===== src/rtl/panel_seq_pkg.sv =====
package panel_seq_pkg;

  // delay applied after a step's done pulse, before the next step
  typedef enum logic [1:0] {
    W_NONE = 2'd0,
    W_WAKE = 2'd1,
    W_SUSP = 2'd2
  } wait_e;

  typedef struct packed {
    logic [7:0] cmd;
    logic [7:0] p0;
    logic [7:0] p1;
    logic [1:0] pv;
    wait_e      wsel;
    logic       last;
  } step_t;

  typedef enum logic [2:0] {
    S_IDLE  = 3'd0,
    S_RSTLO = 3'd1,
    S_RSTHI = 3'd2,
    S_ISSUE = 3'd3,
    S_WAITD = 3'd4,
    S_DELAY = 3'd5
  } st_e;

  localparam int unsigned IDX_W = 4;
  localparam logic [IDX_W-1:0] INIT_BASE = 4'd0;
  localparam logic [IDX_W-1:0] SUSP_BASE = 4'd7;
  localparam logic [IDX_W-1:0] RES_BASE  = 4'd9;

endpackage


===== src/rtl/panel_seq_script.sv =====
module panel_seq_script
  import panel_seq_pkg::*;
(
  input  logic [IDX_W-1:0] idx,
  output step_t            step
);

  function automatic step_t mk(logic [7:0] c, logic [7:0] a, logic [7:0] b,
                               logic [1:0] v, wait_e w, logic l);
    step_t s;
    s.cmd  = c;
    s.p0   = a;
    s.p1   = b;
    s.pv   = v;
    s.wsel = w;
    s.last = l;
    return s;
  endfunction

  always_comb begin
    case (idx)
      // power-up script
      4'd0:    step = mk(8'h29, 8'h00, 8'h00, 2'b00, W_NONE, 1'b0);
      4'd1:    step = mk(8'h11, 8'h00, 8'h00, 2'b00, W_WAKE, 1'b0);
      4'd2:    step = mk(8'h36, 8'h00, 8'h00, 2'b01, W_NONE, 1'b0);
      4'd3:    step = mk(8'h3A, 8'h70, 8'h00, 2'b01, W_NONE, 1'b0);
      4'd4:    step = mk(8'hB0, 8'h00, 8'h00, 2'b01, W_NONE, 1'b0);
      4'd5:    step = mk(8'hB8, 8'h00, 8'h00, 2'b01, W_NONE, 1'b0);
      4'd6:    step = mk(8'hB9, 8'h01, 8'hFF, 2'b11, W_NONE, 1'b1);
      // suspend script
      4'd7:    step = mk(8'h10, 8'h00, 8'h00, 2'b00, W_SUSP, 1'b0);
      4'd8:    step = mk(8'h28, 8'h00, 8'h00, 2'b00, W_NONE, 1'b1);
      // resume script
      4'd9:    step = mk(8'h29, 8'h00, 8'h00, 2'b00, W_NONE, 1'b0);
      4'd10:   step = mk(8'h11, 8'h00, 8'h00, 2'b00, W_NONE, 1'b1);
      default: step = mk(8'h00, 8'h00, 8'h00, 2'b00, W_NONE, 1'b1);
    endcase
  end

endmodule


===== src/rtl/panel_seq_timer.sv =====
module panel_seq_timer #(
  parameter int unsigned CLK_PER_MS = 125000,
  parameter int unsigned MS_W       = 8
) (
  input  logic            clk,
  input  logic            rst_n,
  input  logic            load,
  input  logic [MS_W-1:0] ms_val,
  output logic            expire
);

  localparam int unsigned PRE_W = (CLK_PER_MS > 1) ? $clog2(CLK_PER_MS) : 1;
  localparam logic [PRE_W-1:0] PRE_LAST = PRE_W'(CLK_PER_MS - 1);

  logic [PRE_W-1:0] pre_q;
  logic [MS_W-1:0]  ms_q;
  logic             run_q;
  logic             tick;

  assign tick   = run_q && (pre_q == PRE_LAST);
  assign expire = tick && (ms_q == MS_W'(1));

  always_ff @(posedge clk or negedge rst_n) begin
    if (!rst_n) begin
      pre_q <= '0;
      ms_q  <= '0;
      run_q <= 1'b0;
    end else if (load) begin
      pre_q <= '0;
      ms_q  <= ms_val;
      run_q <= 1'b1;
    end else if (tick) begin
      pre_q <= '0;
      ms_q  <= ms_q - MS_W'(1);
      if (ms_q == MS_W'(1)) run_q <= 1'b0;
    end else if (run_q) begin
      pre_q <= pre_q + PRE_W'(1);
    end
  end

endmodule


===== src/rtl/panel_seq_ctrl.sv =====
module panel_seq_ctrl
  import panel_seq_pkg::*;
#(
  parameter int unsigned MS_W          = 8,
  parameter int unsigned RST_LOW_MS    = 2,
  parameter int unsigned RST_SETTLE_MS = 10,
  parameter int unsigned WAKE_MS       = 150,
  parameter int unsigned SUSP_MS       = 120
) (
  input  logic             clk,
  input  logic             rst_n,
  input  logic             init_req,
  input  logic             stby_req,
  input  logic             stby_suspend,
  input  logic             eng_ready,
  input  logic             eng_done,
  input  wait_e            step_wsel,
  input  logic             step_last,
  input  logic             tim_expire,
  output logic [IDX_W-1:0] idx,
  output st_e              state,
  output logic             tim_load,
  output logic [MS_W-1:0]  tim_ms,
  output logic             panel_rst_n
);

  st_e              st_q, st_n;
  logic [IDX_W-1:0] idx_q, idx_n;
  logic             prst_q;

  function automatic logic [MS_W-1:0] wait_ms(wait_e w);
    case (w)
      W_WAKE:  return MS_W'(WAKE_MS);
      W_SUSP:  return MS_W'(SUSP_MS);
      default: return MS_W'(1);
    endcase
  endfunction

  always_comb begin
    st_n     = st_q;
    idx_n    = idx_q;
    tim_load = 1'b0;
    tim_ms   = MS_W'(RST_LOW_MS);
    case (st_q)
      S_IDLE: begin
        if (init_req) begin
          st_n     = S_RSTLO;
          tim_load = 1'b1;
          tim_ms   = MS_W'(RST_LOW_MS);
        end else if (stby_req) begin
          st_n  = S_ISSUE;
          idx_n = stby_suspend ? SUSP_BASE : RES_BASE;
        end
      end
      S_RSTLO: begin
        if (tim_expire) begin
          st_n     = S_RSTHI;
          tim_load = 1'b1;
          tim_ms   = MS_W'(RST_SETTLE_MS);
        end
      end
      S_RSTHI: begin
        if (tim_expire) begin
          st_n  = S_ISSUE;
          idx_n = INIT_BASE;
        end
      end
      S_ISSUE: begin
        if (eng_ready) st_n = S_WAITD;
      end
      S_WAITD: begin
        if (eng_done) begin
          if (step_last) begin
            st_n = S_IDLE;
          end else begin
            idx_n = idx_q + IDX_W'(1);
            if (step_wsel != W_NONE) begin
              st_n     = S_DELAY;
              tim_load = 1'b1;
              tim_ms   = wait_ms(step_wsel);
            end else begin
              st_n = S_ISSUE;
            end
          end
        end
      end
      S_DELAY: begin
        if (tim_expire) st_n = S_ISSUE;
      end
      default: st_n = S_IDLE;
    endcase
  end

  always_ff @(posedge clk or negedge rst_n) begin
    if (!rst_n) begin
      st_q   <= S_IDLE;
      idx_q  <= '0;
      prst_q <= 1'b1;
    end else begin
      st_q   <= st_n;
      idx_q  <= idx_n;
      prst_q <= (st_n != S_RSTLO);
    end
  end

  assign idx         = idx_q;
  assign state       = st_q;
  assign panel_rst_n = prst_q;

endmodule


===== src/rtl/panel_seq_top.sv =====
module panel_seq_top
  import panel_seq_pkg::*;
#(
  parameter int unsigned CLK_PER_MS    = 125000,
  parameter int unsigned RST_LOW_MS    = 2,
  parameter int unsigned RST_SETTLE_MS = 10,
  parameter int unsigned WAKE_MS       = 150,
  parameter int unsigned SUSP_MS       = 120
) (
  input  logic       clk,
  input  logic       rst_n,
  input  logic       init_req,
  input  logic       stby_req,
  input  logic       stby_suspend,
  output logic       busy,
  output logic       panel_rst_n,
  output logic       eng_valid,
  input  logic       eng_ready,
  output logic [7:0] eng_cmd,
  output logic [7:0] eng_param0,
  output logic [7:0] eng_param1,
  output logic [1:0] eng_pvalid,
  input  logic       eng_done
);

  localparam int unsigned MAX_A  = (RST_LOW_MS > RST_SETTLE_MS) ? RST_LOW_MS : RST_SETTLE_MS;
  localparam int unsigned MAX_B  = (WAKE_MS > SUSP_MS) ? WAKE_MS : SUSP_MS;
  localparam int unsigned MAX_MS = (MAX_A > MAX_B) ? MAX_A : MAX_B;
  localparam int unsigned MS_W   = $clog2(MAX_MS + 1);

  logic [IDX_W-1:0] idx;
  step_t            step;
  st_e              state;
  logic             tim_load;
  logic [MS_W-1:0]  tim_ms;
  logic             tim_expire;

  panel_seq_script u_script (
    .idx  (idx),
    .step (step)
  );

  panel_seq_timer #(
    .CLK_PER_MS (CLK_PER_MS),
    .MS_W       (MS_W)
  ) u_timer (
    .clk    (clk),
    .rst_n  (rst_n),
    .load   (tim_load),
    .ms_val (tim_ms),
    .expire (tim_expire)
  );

  panel_seq_ctrl #(
    .MS_W          (MS_W),
    .RST_LOW_MS    (RST_LOW_MS),
    .RST_SETTLE_MS (RST_SETTLE_MS),
    .WAKE_MS       (WAKE_MS),
    .SUSP_MS       (SUSP_MS)
  ) u_ctrl (
    .clk          (clk),
    .rst_n        (rst_n),
    .init_req     (init_req),
    .stby_req     (stby_req),
    .stby_suspend (stby_suspend),
    .eng_ready    (eng_ready),
    .eng_done     (eng_done),
    .step_wsel    (step.wsel),
    .step_last    (step.last),
    .tim_expire   (tim_expire),
    .idx          (idx),
    .state        (state),
    .tim_load     (tim_load),
    .tim_ms       (tim_ms),
    .panel_rst_n  (panel_rst_n)
  );

  assign busy       = (state != S_IDLE);
  assign eng_valid  = (state == S_ISSUE);
  assign eng_cmd    = step.cmd;
  assign eng_param0 = step.p0;
  assign eng_param1 = step.p1;
  assign eng_pvalid = step.pv;

endmodule


===== config.mk =====
export PLATFORM = sky130hd
export DESIGN_NAME = panel_seq_top
export DESIGN_NICKNAME = d
export VERILOG_FILES = /design/src/rtl/panel_seq_pkg.sv /design/src/rtl/panel_seq_script.sv /design/src/rtl/panel_seq_timer.sv /design/src/rtl/panel_seq_ctrl.sv /design/src/rtl/panel_seq_top.sv
export SDC_FILE = /design/constraint.sdc
export NUM_CORES = 1
export LEC_CHECK = 0
export BUFFER_PORTS_ARGS = -buffer_cell sky130_fd_sc_hd__buf_4
export CORE_AREA = 4 4 87 89
export CTS_CLUSTER_SIZE = 20
export DETAILED_ROUTE_END_ITERATION = 10
export DIE_AREA = 0 0 91 93
export HOLD_SLACK_MARGIN = 0.03
export SLEW_MARGIN = 0
export SYNTH_ARGS = -nofsm -noshare
export SYNTH_HDL_FRONTEND = slang
export SYNTH_SLANG_ARGS = --single-unit

===== constraint.sdc =====
create_clock -name clk -period 3.4 [get_ports clk]
set_input_delay 0.85 -clock clk [delete_from_list [all_inputs] [get_ports clk]]
set_output_delay 0.85 -clock clk [all_outputs]
set_load 0.005 [all_outputs]

==> run metrics <==
GPL Wtd Cong=a little under 0.9; Power Total=1.80 mW; nets@finish=between 300 and 400; Port Buffers=30; DR vias/cell=5.78; Cell Pwr Density=613 nW/um2; Post-Syn Area=2680 um2; Non-Filler Cell Area, Final=2940 um2; Hold Buf Count CTS=0; maxcap violations=0; crit end category=flip-flop; initial antenna violation count=0; gr ovfl total=0; chip height=93 um; min Tclk post-route=2800 ps; All-Layer GR Usage=0.156; Synth area leaders=dfrtp_1 31%, ha_1 6.5%, buf_4 4.8%, nand2_1 3.2%, o21ai_0 3.2%; crit path DAT=between 2000 and 3000 ps; EDFF count, synth=0; Place WS=a little under 600 ps; Clock Pin Slew Worst Setup and Hold Paths=70 ps; yosys warns=0; DP Wirelength=4720 um; post_cts resized=0; skew final=8.33 ps; RSZ-0062 raised after global routing=false; Area Overhead vs Synth=9.37%; layout cells sized above 1=0.183; die area=8460 um2; global-route wire length before repair=10900 um; fin. max-slew vios=0; CP Max Fanout=19; area share of the largest cell type after synthesis=0.308; Placement Cell Area=2850 um2; Slew headroom=0.432; utilization after layout=0.434; Final Hold Slack=509 ps; Period Utilization, post-route=0.823; Diodes inserted=0; number of routed nets with antenna violations=0; vias in the first global route=2160; H-tree level count=2; Worst-Skew Late Latency=280 ps; fraction of registers with async set/reset=1.00; Worst-Margin Slew=between 800 and 900 ps; setup TNS=0 ps; vias=2353; ys flop type=dfrtp_1; Fin. Hold Viols=0; Pleak=1.29 nW; CTS Buffer Depth=2; WL/cell=16.0 um; cell accounting for the most synthesized area=dfrtp_1; post-CTS setup buffers=0; final worst slack=601 ps; CP Class=flip-flop to flip-flop; final wirelength=around 6500 um; worst endpoint required time=3580 ps; Synth Area per Inst=8.57 um2; Worst VDD drop=0.202 mV; status=finished clean; clock sinks=34; DR pass1 iterations=4; Iteration-0 DRC Markers=165; register area share after synthesis=0.317; initial core utilization=0.397; Synth Instances=313; Post-route DRC=0; CTS root buffer=clkbuf_8; Placed Cells=about 400; floorplan row count=30; I/O pins=36; die width=91 um; post-synth cell types=70; Setup violations, final=0; Core ar.=between 6000 and 7000 um2; max frequency=357 MHz; Num CTS Buffers=5; hold crit path type=input port to asynchronous set/reset pin; CTS tree=yes; number of synthesized register bits=34; largest net degree at the start of global routing=35; Final Non-Filler Cells=407; CP Launch Type=flip-flop
-- power by group --
group	internal (mW)	switching, mW
combinational	0.405	0.423
clock	0.142	0.145
sequential	0.498	0.187
total	1.05	0.755
-- synthesized netlist by cell type, types with 4 or more instances --
cell / number
ha_1: 14
nor4b_1: 7
nor2b_1: 5
buf_4: 17
o21ai_0: 17
nand3_1: 12
a21oi_1: 13
xor2_1: 4
dfrtp_1: 33
and3_1: 4
nand4_1: 12
a21o_1: 4
nor2_1: 21
clkbuf_1: 8
a31oi_1: 4
nand2b_1: 6
or4_1: 4
mux2i_1: 4
nand2_1: 23
nor3_1: 8
o21ai_1: 4
a31o_2: 6
buf_2: 5
inv_1: 15
-- final cells by class --
type / count / area [um2]
Sequential cell: 34 / 852
Multi-Input combinational cell: 237 / 1600
Fill cell: 679 / 3820
Clock inverter: 2 / 10.0
Timing Repair Buffer: 33 / 248
Inverter: 15 / 56.3
Clock buffer: 6 / 72.6
Tap cell: 80 / 100
-- cells by family (layout without fill, tap and decap cells) --
logic type / after synthesis / count (layout) / share of synthesized area
simple gates: 133 / 133 / 0.297
xor+xnor: 5 / 5 / 0.0163
other cells: 1 / 5 / 0.00140
flops: 34 / 34 / 0.317
mux: 5 / 5 / 0.0191
compound gates: 75 / 75 / 0.190
buf+inv: 46 / 56 / 0.0932
fa+ha+maj: 14 / 14 / 0.0653
-- layer usage --
layer | part of all wire | wire [um] | track usage | up-vias
met3 | 0.043 | 283 | 0.0209 | 9
li1 | - | - | - | 1157
met5 | 0 | 0 | 0 | -
met2 | 0.48 | 3130 | 0.251 | 55
met4 | 0.013 | 85 | 0.0465 | 0
met1 | 0.46 | 3030 | 0.220 | 1132
-- worst paths after layout --
path	from	end	slack, ps	depth (start not counted)
worst max-delay path	u_ctrl.idx[1]	u_timer.pre_q[14]	600	9
worst min register to register	u_timer.pre_q[16]	u_timer.pre_q[16]	550	1
worst max register to register	u_ctrl.idx[1]	u_timer.pre_q[14]	600	9
worst min-delay path	rst_n	u_timer.pre_q[3]	510	1
min in group clk	u_timer.pre_q[16]	u_timer.pre_q[16]	550	1
max in group asynchronous	rst_n	u_ctrl.panel_rst_n	2540	1
-- registers in the layout, indices dropped and copies added (netlist names) --
| name | count |
|---|---|
| u_ctrl.idx | 4 |
| u_ctrl.panel_rst_n | 1 |
| u_timer.ms_q | 8 |
| u_ctrl.state | 3 |
| u_timer.pre_q | 17 |
| u_timer.run_q | 1 |
-- cell usage in the layout (no fill, tap or decap), types with 3 or more instances in the layout --
cell | synthesis | routed
xor2_1 | 4 | 4
nand4_1 | 12 | 12
and2_1 | 3 | 3
nand2_1 | 23 | 23
inv_1 | 15 | 15
nor4b_1 | 7 | 7
buf_4 | 17 | 33
nand2b_1 | 6 | 6
nor3_1 | 8 | 8
a21boi_0 | 3 | 3
or3_1 | 3 | 3
dfrtp_1 | 33 | 33
nor2_1 | 21 | 21
or4_1 | 4 | 4
a31o_2 | 6 | 6
mux2i_1 | 4 | 4
a21oi_1 | 13 | 13
and3_1 | 4 | 4
nor2b_1 | 5 | 5
conb_1 | 1 | 5
o31ai_1 | 3 | 3
or3b_2 | 3 | 3
o21ai_1 | 4 | 4
ha_1 | 14 | 14
clkbuf_8 | 0 | 5
a31oi_1 | 4 | 4
nand3_1 | 12 | 12
o21ai_0 | 17 | 17
a21o_1 | 4 | 4
-- critical path, cell delays in order (launching register included) --
cell,delay (ps)
dfrtp_1,460
inv_1,160
ha_1,190
and2_1,190
inv_1,70
ha_1,250
nor4b_2,380
a21o_1,590
nor2_1,150
a31o_1,250
Note: power is estimated with default switching activity, not from simulation.
